==> src/rtl/conv_seq_pkg.sv <==
// Shared types and conversion-time tables for the conversion sequencer.
// Assumes times are expressed in units of 0.1 ms; mode codes other than
// continuous and single are treated as "no conversion".
package conv_seq_pkg;

    localparam int UNIT_W = 13;

    localparam logic [2:0] MD_CONT   = 3'b001;
    localparam logic [2:0] MD_SINGLE = 3'b010;

    typedef enum logic [1:0] {
        ST_IDLE = 2'd0,
        ST_RUN  = 2'd1,
        ST_FIN  = 2'd2
    } seq_state_e;

    typedef enum logic {
        CH_CAP = 1'b0,
        CH_VT  = 1'b1
    } chan_e;

    // Capacitive conversion time in 0.1 ms units, chopping in the top index bit.
    function automatic logic [UNIT_W-1:0] cap_units(input logic [2:0] code, input logic chop);
        logic [UNIT_W-1:0] u;
        case ({chop, code})
            4'h0: u = 13'd110;
            4'h1: u = 13'd119;
            4'h2: u = 13'd200;
            4'h3: u = 13'd380;
            4'h4: u = 13'd620;
            4'h5: u = 13'd770;
            4'h6: u = 13'd920;
            4'h7: u = 13'd1096;
            4'h8: u = 13'd201;
            4'h9: u = 13'd220;
            4'hA: u = 13'd381;
            4'hB: u = 13'd741;
            4'hC: u = 13'd1221;
            4'hD: u = 13'd1521;
            4'hE: u = 13'd1821;
            default: u = 13'd2173;
        endcase
        return u;
    endfunction

    // Voltage/temperature conversion time in 0.1 ms units.
    function automatic logic [UNIT_W-1:0] vt_units(input logic [1:0] code);
        logic [UNIT_W-1:0] u;
        case (code)
            2'd0:    u = 13'd201;
            2'd1:    u = 13'd321;
            2'd2:    u = 13'd621;
            default: u = 13'd1221;
        endcase
        return u;
    endfunction

endpackage

==> src/rtl/conv_timer.sv <==
// Conversion timer: a prescaler of TPU cycles per 0.1 ms tick feeding a
// down-counter of ticks. Assumes a load value of at least 1 and that load
// and abort never arrive together. expire_o is high in the final cycle.
module conv_timer #(
    parameter int TPU    = 100,
    parameter int UNIT_W = 13
) (
    input  logic              clk,
    input  logic              rst_n,
    input  logic              load_i,
    input  logic              abort_i,
    input  logic [UNIT_W-1:0] units_i,
    output logic              expire_o
);
    localparam int              PRE_W    = (TPU > 1) ? $clog2(TPU) : 1;
    localparam logic [PRE_W-1:0] PRE_LAST = PRE_W'(TPU - 1);

    logic              run_q;
    logic [PRE_W-1:0]  pre_q;
    logic [UNIT_W-1:0] units_q;

    assign expire_o = run_q && (pre_q == PRE_LAST) && (units_q == UNIT_W'(1));

    // Prescale clock cycles into ticks and count ticks down to expiry.
    always_ff @(posedge clk) begin
        if (!rst_n) begin
            run_q   <= 1'b0;
            pre_q   <= '0;
            units_q <= '0;
        end else if (abort_i) begin
            run_q <= 1'b0;
        end else if (load_i) begin
            run_q   <= 1'b1;
            pre_q   <= '0;
            units_q <= units_i;
        end else if (run_q) begin
            if (pre_q == PRE_LAST) begin
                pre_q <= '0;
                if (units_q == UNIT_W'(1)) run_q <= 1'b0;
                else                       units_q <= units_q - 1'b1;
            end else begin
                pre_q <= pre_q + 1'b1;
            end
        end
    end

    // a new conversion is only loaded once the previous one has ended.
    a_r3_load_when_stopped: assert property (@(posedge clk) disable iff (!rst_n)
        load_i |-> !run_q);
    // an abort leaves the timer stopped.
    a_r12_abort_stops: assert property (@(posedge clk) disable iff (!rst_n)
        abort_i |=> !run_q);

endmodule

==> src/rtl/conv_sched.sv <==
// Conversion scheduler: decides which channel converts next from the mode,
// the enables and the last channel, loads the timer with the duration and
// marks the completion cycle. Assumes the capacitive channel leads each round.
module conv_sched
    import conv_seq_pkg::*;
#(
    parameter int UNIT_W = 13
) (
    input  logic              clk,
    input  logic              rst_n,
    input  logic [2:0]        mode_i,
    input  logic              cap_en_i,
    input  logic              vt_en_i,
    input  logic [2:0]        cap_rate_i,
    input  logic              cap_chop_i,
    input  logic [1:0]        vt_rate_i,
    input  logic              clk_div_i,
    input  logic              expire_i,
    output logic              load_o,
    output logic              abort_o,
    output logic [UNIT_W-1:0] units_o,
    output logic              fin_o,
    output logic              sel_o,
    output logic              start_o,
    output logic              single_done_o
);
    seq_state_e        state_q;
    chan_e             cur_q;
    chan_e             nxt;
    logic              go;
    logic              close_single;
    logic              spent_q;
    logic              conv_mode;
    logic              allowed;
    logic [UNIT_W-1:0] base;

    assign conv_mode = (mode_i == MD_CONT) || (mode_i == MD_SINGLE);
    assign allowed   = (mode_i == MD_CONT) || ((mode_i == MD_SINGLE) && !spent_q);

    // Pick the next channel and whether a conversion starts this cycle.
    always_comb begin
        go           = 1'b0;
        nxt          = CH_CAP;
        close_single = 1'b0;
        case (state_q)
            ST_IDLE: begin
                if (allowed && (cap_en_i || vt_en_i)) begin
                    go  = 1'b1;
                    nxt = cap_en_i ? CH_CAP : CH_VT;
                end
            end
            ST_FIN: begin
                if (mode_i == MD_CONT) begin
                    if (cur_q == CH_CAP) begin
                        if (vt_en_i)       begin go = 1'b1; nxt = CH_VT;  end
                        else if (cap_en_i) begin go = 1'b1; nxt = CH_CAP; end
                    end else begin
                        if (cap_en_i)      begin go = 1'b1; nxt = CH_CAP; end
                        else if (vt_en_i)  begin go = 1'b1; nxt = CH_VT;  end
                    end
                end else if (mode_i == MD_SINGLE) begin
                    if ((cur_q == CH_CAP) && vt_en_i) begin
                        go  = 1'b1;
                        nxt = CH_VT;
                    end else begin
                        close_single = 1'b1;
                    end
                end
            end
            default: ;
        endcase
    end

    // Duration of the chosen conversion, doubled when the clock is halved.
    always_comb begin
        base    = (nxt == CH_CAP) ? cap_units(cap_rate_i, cap_chop_i) : vt_units(vt_rate_i);
        units_o = clk_div_i ? {base[UNIT_W-2:0], 1'b0} : base;
    end

    assign load_o  = go;
    assign abort_o = (state_q == ST_RUN) && !conv_mode;
    assign fin_o   = (state_q == ST_FIN);
    assign sel_o   = cur_q;

    // Sequencer state, current channel and single-shot bookkeeping.
    always_ff @(posedge clk) begin
        if (!rst_n) begin
            state_q       <= ST_IDLE;
            cur_q         <= CH_CAP;
            spent_q       <= 1'b0;
            start_o       <= 1'b0;
            single_done_o <= 1'b0;
        end else begin
            start_o       <= go;
            single_done_o <= close_single;
            if (mode_i != MD_SINGLE)  spent_q <= 1'b0;
            else if (close_single)    spent_q <= 1'b1;
            case (state_q)
                ST_IDLE: if (go) begin state_q <= ST_RUN; cur_q <= nxt; end
                ST_RUN: begin
                    if (abort_o)       state_q <= ST_IDLE;
                    else if (expire_i) state_q <= ST_FIN;
                end
                default: begin
                    if (go) begin state_q <= ST_RUN; cur_q <= nxt; end
                    else          state_q <= ST_IDLE;
                end
            endcase
        end
    end

    // every start strobe falls in the first cycle of a running conversion.
    a_r5_start_in_run: assert property (@(posedge clk) disable iff (!rst_n)
        start_o |-> (state_q == ST_RUN));
    // a start only follows a cycle in a converting mode.
    a_r2_start_needs_mode: assert property (@(posedge clk) disable iff (!rst_n)
        start_o |-> $past(conv_mode));
    // the single-shot pulse leaves the sequencer idle.
    a_r6_done_idle: assert property (@(posedge clk) disable iff (!rst_n)
        single_done_o |-> (state_q == ST_IDLE));

endmodule

==> src/rtl/conv_status.sv <==
// Result holding registers and status byte. Latches a completed result unless
// the host is reading that register, keeps per-channel and combined active-low
// ready flags. Assumes fin_i and expire_i are one-cycle marks from the scheduler.
module conv_status
    import conv_seq_pkg::*;
#(
    parameter int DATA_W = 24
) (
    input  logic              clk,
    input  logic              rst_n,
    input  logic              expire_i,
    input  logic              fin_i,
    input  logic              sel_i,
    input  logic              cap_en_i,
    input  logic              vt_en_i,
    input  logic              exc_err_i,
    input  logic [DATA_W-1:0] cap_result_i,
    input  logic [DATA_W-1:0] vt_result_i,
    input  logic              cap_rd_busy_i,
    input  logic              vt_rd_busy_i,
    input  logic              cap_rd_done_i,
    input  logic              vt_rd_done_i,
    output logic [DATA_W-1:0] cap_data_o,
    output logic [DATA_W-1:0] vt_data_o,
    output logic [7:0]        status_o,
    output logic              rdy_n_o
);
    logic rdy_cap_q, rdy_vt_q, rdy_all_q;
    logic cap_take, vt_take, both_en, closer;

    assign cap_take = fin_i && (sel_i == CH_CAP) && !cap_rd_busy_i;
    assign vt_take  = fin_i && (sel_i == CH_VT)  && !vt_rd_busy_i;
    assign both_en  = cap_en_i && vt_en_i;
    assign closer   = both_en ? (vt_take && !rdy_cap_q) : (cap_take || vt_take);

    // Capacitive data register and its ready flag.
    always_ff @(posedge clk) begin
        if (!rst_n) begin
            cap_data_o <= '0;
            rdy_cap_q  <= 1'b1;
        end else if (expire_i && (sel_i == CH_CAP)) begin
            rdy_cap_q <= 1'b1;
        end else if (cap_take) begin
            cap_data_o <= cap_result_i;
            rdy_cap_q  <= 1'b0;
        end else if (cap_rd_done_i) begin
            rdy_cap_q <= 1'b1;
        end
    end

    // Voltage/temperature data register and its ready flag.
    always_ff @(posedge clk) begin
        if (!rst_n) begin
            vt_data_o <= '0;
            rdy_vt_q  <= 1'b1;
        end else if (expire_i && (sel_i == CH_VT)) begin
            rdy_vt_q <= 1'b1;
        end else if (vt_take) begin
            vt_data_o <= vt_result_i;
            rdy_vt_q  <= 1'b0;
        end else if (vt_rd_done_i) begin
            rdy_vt_q <= 1'b1;
        end
    end

    // Combined ready flag: falls when the round's last enabled channel lands.
    always_ff @(posedge clk) begin
        if (!rst_n)                              rdy_all_q <= 1'b1;
        else if (expire_i)                       rdy_all_q <= 1'b1;
        else if (closer)                         rdy_all_q <= 1'b0;
        else if (cap_rd_done_i || vt_rd_done_i)  rdy_all_q <= 1'b1;
    end

    assign status_o = {4'b0000, exc_err_i, rdy_all_q, rdy_vt_q, rdy_cap_q};
    assign rdy_n_o  = rdy_all_q;

    // the capacitive flag only falls on a capacitive completion.
    a_r7_cap_fall_on_fin: assert property (@(posedge clk) disable iff (!rst_n)
        $fell(rdy_cap_q) |-> $past(fin_i && (sel_i == CH_CAP)));
    // a completion during a read keeps the held capacitive data.
    a_r10_busy_keeps_data: assert property (@(posedge clk) disable iff (!rst_n)
        (fin_i && (sel_i == CH_CAP) && cap_rd_busy_i) |=> $stable(cap_data_o));
    // with both channels on, the combined flag falls only with both fresh.
    a_r8_both_fresh: assert property (@(posedge clk) disable iff (!rst_n)
        (both_en && $fell(rdy_all_q)) |-> (!rdy_cap_q && !rdy_vt_q));

endmodule

==> src/rtl/conv_sequencer.sv <==
// Top of the dual-channel conversion sequencer: scheduler, timer and status
// keeper. Assumes configuration inputs are stable while a conversion runs.
module conv_sequencer
    import conv_seq_pkg::*;
#(
    parameter int DATA_W = 24,
    parameter int TPU    = 100
) (
    input  logic              clk,
    input  logic              rst_n,
    input  logic [2:0]        mode_i,
    input  logic              cap_en_i,
    input  logic              vt_en_i,
    input  logic [2:0]        cap_rate_i,
    input  logic              cap_chop_i,
    input  logic [1:0]        vt_rate_i,
    input  logic              clk_div_i,
    input  logic              exc_err_i,
    input  logic [DATA_W-1:0] cap_result_i,
    input  logic [DATA_W-1:0] vt_result_i,
    input  logic              cap_rd_busy_i,
    input  logic              vt_rd_busy_i,
    input  logic              cap_rd_done_i,
    input  logic              vt_rd_done_i,
    output logic              conv_start_o,
    output logic              conv_sel_o,
    output logic              single_done_o,
    output logic [DATA_W-1:0] cap_data_o,
    output logic [DATA_W-1:0] vt_data_o,
    output logic [7:0]        status_o,
    output logic              rdy_n_o
);
    logic              load, abort, expire, fin;
    logic [UNIT_W-1:0] units;

    conv_sched #(.UNIT_W(UNIT_W)) u_sched (
        .clk(clk), .rst_n(rst_n), .mode_i(mode_i),
        .cap_en_i(cap_en_i), .vt_en_i(vt_en_i),
        .cap_rate_i(cap_rate_i), .cap_chop_i(cap_chop_i),
        .vt_rate_i(vt_rate_i), .clk_div_i(clk_div_i),
        .expire_i(expire), .load_o(load), .abort_o(abort),
        .units_o(units), .fin_o(fin), .sel_o(conv_sel_o),
        .start_o(conv_start_o), .single_done_o(single_done_o)
    );

    conv_timer #(.TPU(TPU), .UNIT_W(UNIT_W)) u_timer (
        .clk(clk), .rst_n(rst_n), .load_i(load), .abort_i(abort),
        .units_i(units), .expire_o(expire)
    );

    conv_status #(.DATA_W(DATA_W)) u_status (
        .clk(clk), .rst_n(rst_n), .expire_i(expire), .fin_i(fin),
        .sel_i(conv_sel_o), .cap_en_i(cap_en_i), .vt_en_i(vt_en_i),
        .exc_err_i(exc_err_i), .cap_result_i(cap_result_i),
        .vt_result_i(vt_result_i), .cap_rd_busy_i(cap_rd_busy_i),
        .vt_rd_busy_i(vt_rd_busy_i), .cap_rd_done_i(cap_rd_done_i),
        .vt_rd_done_i(vt_rd_done_i), .cap_data_o(cap_data_o),
        .vt_data_o(vt_data_o), .status_o(status_o), .rdy_n_o(rdy_n_o)
    );

endmodule

==> config.mk <==
export PLATFORM = sky130hd
export DESIGN_NAME = conv_sequencer
export DESIGN_NICKNAME = d
export VERILOG_FILES = /design/src/rtl/conv_seq_pkg.sv /design/src/rtl/conv_timer.sv /design/src/rtl/conv_sched.sv /design/src/rtl/conv_status.sv /design/src/rtl/conv_sequencer.sv
export SDC_FILE = /design/constraint.sdc
export NUM_CORES = 1
export LEC_CHECK = 0
export BUFFER_PORTS_ARGS = -buffer_cell sky130_fd_sc_hd__buf_2
export CAP_MARGIN = 20
export CORE_MARGIN = 1
export CORE_UTILIZATION = 39
export DETAILED_ROUTE_END_ITERATION = 7
export GPL_TIMING_DRIVEN = 0
export SLEW_MARGIN = 20
export SYNTH_ARGS = -nofsm -noshare
export SYNTH_HDL_FRONTEND = slang
export SYNTH_HIERARCHICAL = 1
export SYNTH_SLANG_ARGS = --single-unit
==> constraint.sdc <==
create_clock -name clk -period 7.9 [get_ports clk]
set_input_delay 0.79 -clock clk [delete_from_list [all_inputs] [get_ports clk]]
set_output_delay 0.79 -clock clk [all_outputs]
set_load 0.02 [all_outputs]
==> results of run 1 <==
[logic make-up after synthesis]
group,count (synthesis)
buf+inv,63
fa+ha+maj,13
mux,18
other cells,1
xor+xnor,7
flops,78
compound gates,129
simple gates,219
[final timing paths]
kind | to | slack [ps] | startpoint
setup / recovery | u_timer/pre_q[6] | 4710 | mode_i[0]
hold / removal | u_status/cap_data_o[21] | 460 | u_status/cap_data_o[21]
setup reg to reg | u_timer/pre_q[6] | 4940 | u_sched/spent_q
hold reg to reg | u_status/cap_data_o[21] | 460 | u_status/cap_data_o[21]
[cell type report]
type                       count  area, um2
buffer                        47        284
clock buffer                  10        138
clock inverter                 6        116
fill                        1025       5160
inverter                      16       60.1
multi-input combinational    390       2380
sequential                    78       1560
tap                          136        170
timing repair buffer         118        591
[report_power, final]
group          leakage [nW]  internal, W  switching (W)
registers             0.629     0.000397     0.00000470
logic                  1.57    0.0000571      0.0000782
clock network         0.127     0.000221       0.000154
total                  2.33     0.000676       0.000236
[worst reg2reg max path, stage by stage (launching register included)]
cell and delay, ps:
dfxtp_1 320, or3b_4 410, a2111oi_0 570, a31o_2 220, buf_2 240, o21ba_2 200
buf_2 210, nand4_1 190, or3_1 380, a21oi_1 160
[registers in the layout (all words and copies together), names as in the netlist]
name and count:
u_sched/start_o 1, u_sched/state_q 2, u_status/cap_data_o 24, u_timer/run_q 1, u_status/rdy_cap_q 1, u_timer/units_q 13, u_status/rdy_vt_q 1, u_status/vt_data_o 24
u_sched/spent_q 1, u_sched/single_done_o 1, u_sched/sel_o 1, u_status/rdy_n_o 1, u_timer/pre_q 7
[cells in the final DEF, fill, tap and decap left out, types with 10 or more instances in the layout]
cell type  count
clkbuf_1      13
mux2i_1       15
clkbuf_8      10
o21ai_0       55
inv_1         15
ha_1          13
buf_2        130
a21oi_1       23
nand3_1       52
dfxtp_1       78
nand2_1       76
nor2_1        39
[stage by stage]
step	total power, W	utilization (%)	worst slack [ps]	std cells
floorplan	0.000504	-	4860	531
global placement	0.000544	48.2	4380	785
detailed placement	0.000546	48.2	4350	785
CTS	0.000923	50.7	4740	801
global route	0.000955	50.7	4410	801
finish	0.000912	50.7	4710	801
[metal layers]
metal	GRT usage [%]	share of wire, %
met5	0	0
met4	7.53	1.4
met3	2.86	5.7
met2	32.6	46
met1	26.3	47
==> flow_summary_export.csv, run 1 <==
group,metric,value,unit
final_layout,final_area,5300,um2
place,dpl.hpwl,8.61,mm
power,max-vdd-ir-drop,0.0000962,V
worst_hold_path,worstHoldPathCells,2,
logic_synthesis,synth_cells,528,
worst_setup_path,cp_top_family,"compound AO/OA/AOI/OAI gates",
logic_synthesis,ys_ff_latch,78,
final_layout,n_antenna_cell,0,
logic_synthesis,synth.area.top_cells,"dfxtp_1 (37%), nand2_1 (6.7%), o21ai_0 (6.4%), nand3_1 (6.1%), ha_1 (3.8%)",
logic_synthesis,synth-adder-area-share,3.80,%
routing,drc,0,
cts,clock_latency,350,ps
cts,cts_tree,"done",
logic_synthesis,async_flop_share,0,%
cts,clock-root-buffer,"clkbuf_8",
place,dpl_cell_area,5050,um2
cts,cts_inserted_buffers,9,
routing,first_pass_iters,5,
sta,timing.fmax,314,MHz
worst_setup_path,cp.arrival,3470,ps
routing,dr.first_iter.drc_count,328,
worst_setup_path,crit_slowest_cell,"a2111oi_0",
sta,hold_viol,0,
worst_setup_path,critPathCaptureType,"flip-flop",
logic_synthesis,synth.top_cells.by_count,"dfxtp_1 (78), nand2_1 (76), o21ai_0 (55)",
routing,routed_via_density,5.17,
die,num_io_pins,127,
sta,whs,455,ps
global_route,grt_pass1_vias,3797,
worst_setup_path,critPathKind,"input pin to flip-flop",
logic_synthesis,synthXorXnorAreaFrac,1.43,%
sta,fin_setup_tns,0,ps
global_route,groute.usage.overall,19.8,%
sta,slew_viol_final,0,
logic_synthesis,synth_top_area_share,36.5,%
worst_setup_path,cpMostUsedCell,"buf_2",
logic_synthesis,synth.distinct_cells,69,
logic_synthesis,avgSynthCellArea,8.10,um2
die,core-area,10500,um2
routing,antenna_left,0,
logic_synthesis,synth_top_area_cell,"dfxtp_1",
sta,worst_pin_slew,809,ps
die,fp.dieW,107,um
routing,wirelength,11.1,mm
worst_setup_path,critPathMaxFanout,10,
final_layout,nets,740,
logic_synthesis,synth_area,4280,um2
cts,postCtsSetupRepairBufs,0,
place,gp_congestion,0.830,
logic_synthesis,synth_top_family_by_area,"simple AND/OR/NAND/NOR gates",
logic_synthesis,synth-seq-area-share,36.5,%
worst_setup_path,crit_cells,10,
worst_setup_path,crit_buf_inv,3,
logic_synthesis,yosys_warnings,6,
cts,ctsHoldBuffers,0,
place,port_buffers,118,
worst_setup_path,rr_worst_depth,9,
final_layout,drive_above_1_share,28.0,%
logic_synthesis,synthMuxAreaShare,4.65,%
routing,vias,4144,
cts,htree_num_levels,3,
die,num_rows,37,
power,p_leak,2.33,nW
worst_setup_path,path_cells,"buf_2 -> or3b_4 -> a2111oi_0 -> a31o_2 -> buf_2 -> o21ba_2 -> buf_2 -> nand4_1 -> or3_1 -> a21oi_1",
power,p_per_area,172,nW/um2
logic_synthesis,ys.flop_type,"dfxtp_1",
final_layout,area_growth_syn_to_layout,24.0,%
routing,wl_per_cell,13.8,um
worst_setup_path,critical_path_required,8180,ps
global_route,antenna_found_initial,0,
global_route,grt_max_degree,15,
cts,clk_pin_slew,90,ps
job,cap_viol_max_count,0,
sta,slew_headroom,45.7,%
logic_synthesis,yosysMostFrequentCell,"dfxtp_1",
worst_setup_path,worstSetupStartpointType,"input pin",
logic_synthesis,synth_compound_area_share,19.5,%
sta,setup_viol,0,
global_route,overflow,0,
global_route,grt_pass1_wl,18.3,mm
sta,min_period,3190,ps
cts,cts_resized,0,
sta,rsz0062_at_grt,"no",
cts,clkSinkCount,78,
worst_hold_path,hold_path_class,"flip-flop to flip-flop",
cts,cts_max_path_buffers,2,
logic_synthesis,yosys.area_share.simple,26.0,%
sta,period_share,40.4,%
sta,skew,11.6,ps
worst_setup_path,max_stage_delay,570,ps
die,die-area,11400,um2
logic_synthesis,synth_edf_count,0,
status,outcome,"finished clean",
die,die_h,107,um
die,initial_utilization,40.9,%
Power figures use the tool's default switching activity.
==> run 2, diff against run 1 <==
Clock period 7.9 ns to 3.3 ns, I/O delays scaled along.
==> flow_summary_export.csv, run 2 (synthesis results as in run 1) <==
group,metric,value,unit
final_layout,layoutNonFillerInstCount,801,
place,dpl.hpwl,8.61,mm
global_route,antenna_found_initial,0,
routing,wl_per_cell,13.8,um
status,outcome,"finished clean",
cts,cts_tree,"done",
final_layout,layout_commonest_cell,"buf_2",
cts,cts_inserted_buffers,9,
sta,min_period,2970,ps
worst_setup_path,crit_slowest_cell,"a2111oi_0",
cts,clkSinkCount,78,
sta,slew_viol_final,0,
cts,cts_max_path_buffers,2,
routing,dr.first_iter.drc_count,314,
routing,first_pass_iters,5,
global_route,grt_pass1_wl,18.3,mm
final_layout,n_antenna_cell,0,
power,p_per_area,412,nW/um2
final_layout,area_growth_syn_to_layout,24.0,%
power,max-vdd-ir-drop,0.000230,V
final_layout,most-common-layout-cells,"buf_2 (130), dfxtp_1 (78), nand2_1 (76), o21ai_0 (55), nand3_1 (52)",
job,cap_viol_max_count,0,
worst_setup_path,critPathCaptureType,"flip-flop",
worst_setup_path,cpMostUsedCell,"buf_2",
sta,period_share,89.9,%
die,num_rows,37,
sta,fin_setup_tns,0,ps
sta,timing.fmax,337,MHz
routing,vias,4166,
worst_setup_path,critPathMaxFanout,10,
cts,htree_num_levels,3,
global_route,groute.usage.overall,19.9,%
place,gp_congestion,0.830,
worst_setup_path,max_stage_delay,570,ps
final_layout,top_regs,"u_status/cap_data_o x24, u_status/vt_data_o x24, u_timer/units_q x13",
sta,setup_viol,0,
final_layout,drive_above_1_share,28.0,%
die,initial_utilization,40.9,%
die,num_io_pins,127,
worst_setup_path,cp_top_family,"compound AO/OA/AOI/OAI gates",
sta,skew,11.1,ps
cts,cts_resized,0,
cts,clock_latency,350,ps
sta,worst_pin_slew,807,ps
power,p_leak,2.33,nW
die,die-area,11400,um2
routing,routed_via_density,5.20,
global_route,overflow,0,
worst_setup_path,crit_buf_inv,3,
worst_setup_path,path_cells,"or3b_4 -> a2111oi_0 -> a31o_2 -> buf_2 -> buf_1 -> buf_2 -> a21oi_1 -> o211ai_1 -> o31ai_1",
worst_setup_path,critical_path_required,3530,ps
cts,clock-root-buffer,"clkbuf_8",
cts,clk_pin_slew,80,ps
sta,whs,192,ps
cts,ctsHoldBuffers,0,
worst_setup_path,worstSetupStartpointType,"flip-flop",
routing,antenna_left,0,
sta,slew_headroom,45.8,%
cts,postCtsSetupRepairBufs,0,
worst_hold_path,hold_path_class,"input pin to flip-flop",
routing,drc,0,
sta,hold_viol,0,
die,core-area,10500,um2
place,port_buffers,118,
routing,wirelength,11.1,mm
final_layout,nFillCells,1025,
place,dp.cells,785,
sta,rsz0062_at_grt,"no",
die,die_h,107,um
global_route,grt_max_degree,15,
worst_setup_path,cp.arrival,3200,ps
global_route,grt_pass1_vias,3804,
worst_setup_path,critPathKind,"flip-flop to flip-flop",
final_layout,nets,740,
die,fp.dieW,107,um
==> run 2: final timing paths <==
kind / slack (ps) / cells after the start / end / from
hold / removal: 190 / 3 / u_status/cap_data_o[4] / cap_result_i[4]
setup / recovery: 330 / 9 / u_timer/units_q[6] / u_sched/spent_q
hold reg to reg: 460 / 2 / u_status/cap_data_o[21] / u_status/cap_data_o[21]
setup reg to reg: 330 / 9 / u_timer/units_q[6] / u_sched/spent_q
==> run 2: area by class of cell <==
cell class              instances  area (um2)  share of cell area (%)
plain buffers                  47         284                    5.36
clock buffers                  10         138                    2.60
clock inverters                 6         116                    2.19
inverters                      16        60.1                    1.13
multi-input cells             390        2380                    44.9
flip-flops and latches         78        1560                    29.5
well taps                     136         170                    3.21
repair buffers                118         591                    11.1
==> run 2: per-layer routing <==
metal / global-route usage, % / up-vias / part of all wire [%] / wire (um)
met5: 0 / - / 0 / 0
met3: 3.59 / 14 / 6.4 / 711
met4: 6.95 / 0 / 1.5 / 163
li1: - / 2104 / - / -
met2: 32.5 / 152 / 46 / 5130
met1: 26.2 / 1896 / 46 / 5090
==> run 2: worst min-delay path: stages <==
cell	delay, ps
buf_2	80
nand3_1	50
o21ai_0	60
==> run 2: report_power, final <==
group	switching [W]	total (W)	leakage, nW	internal (W)
Combinational	0.000187	0.000324	1.57	0.000137
Sequential	0.0000112	0.000962	0.629	0.000951
Clock	0.000368	0.000898	0.127	0.000530
Total	0.000567	0.00218	2.33	0.00162
==> run 2: per-stage QoR <==
step	utilization [%]	power, W	area, um2	setup slack, ps
final	50.7	0.00218	5300	332
after global routing	50.7	0.00229	5300	5.19
after CTS	50.7	0.00221	5300	339
after detailed placement	48.2	0.00131	5050	213
after global placement	48.2	0.00130	5050	239
after floorplan	-	0.00121	4290	722
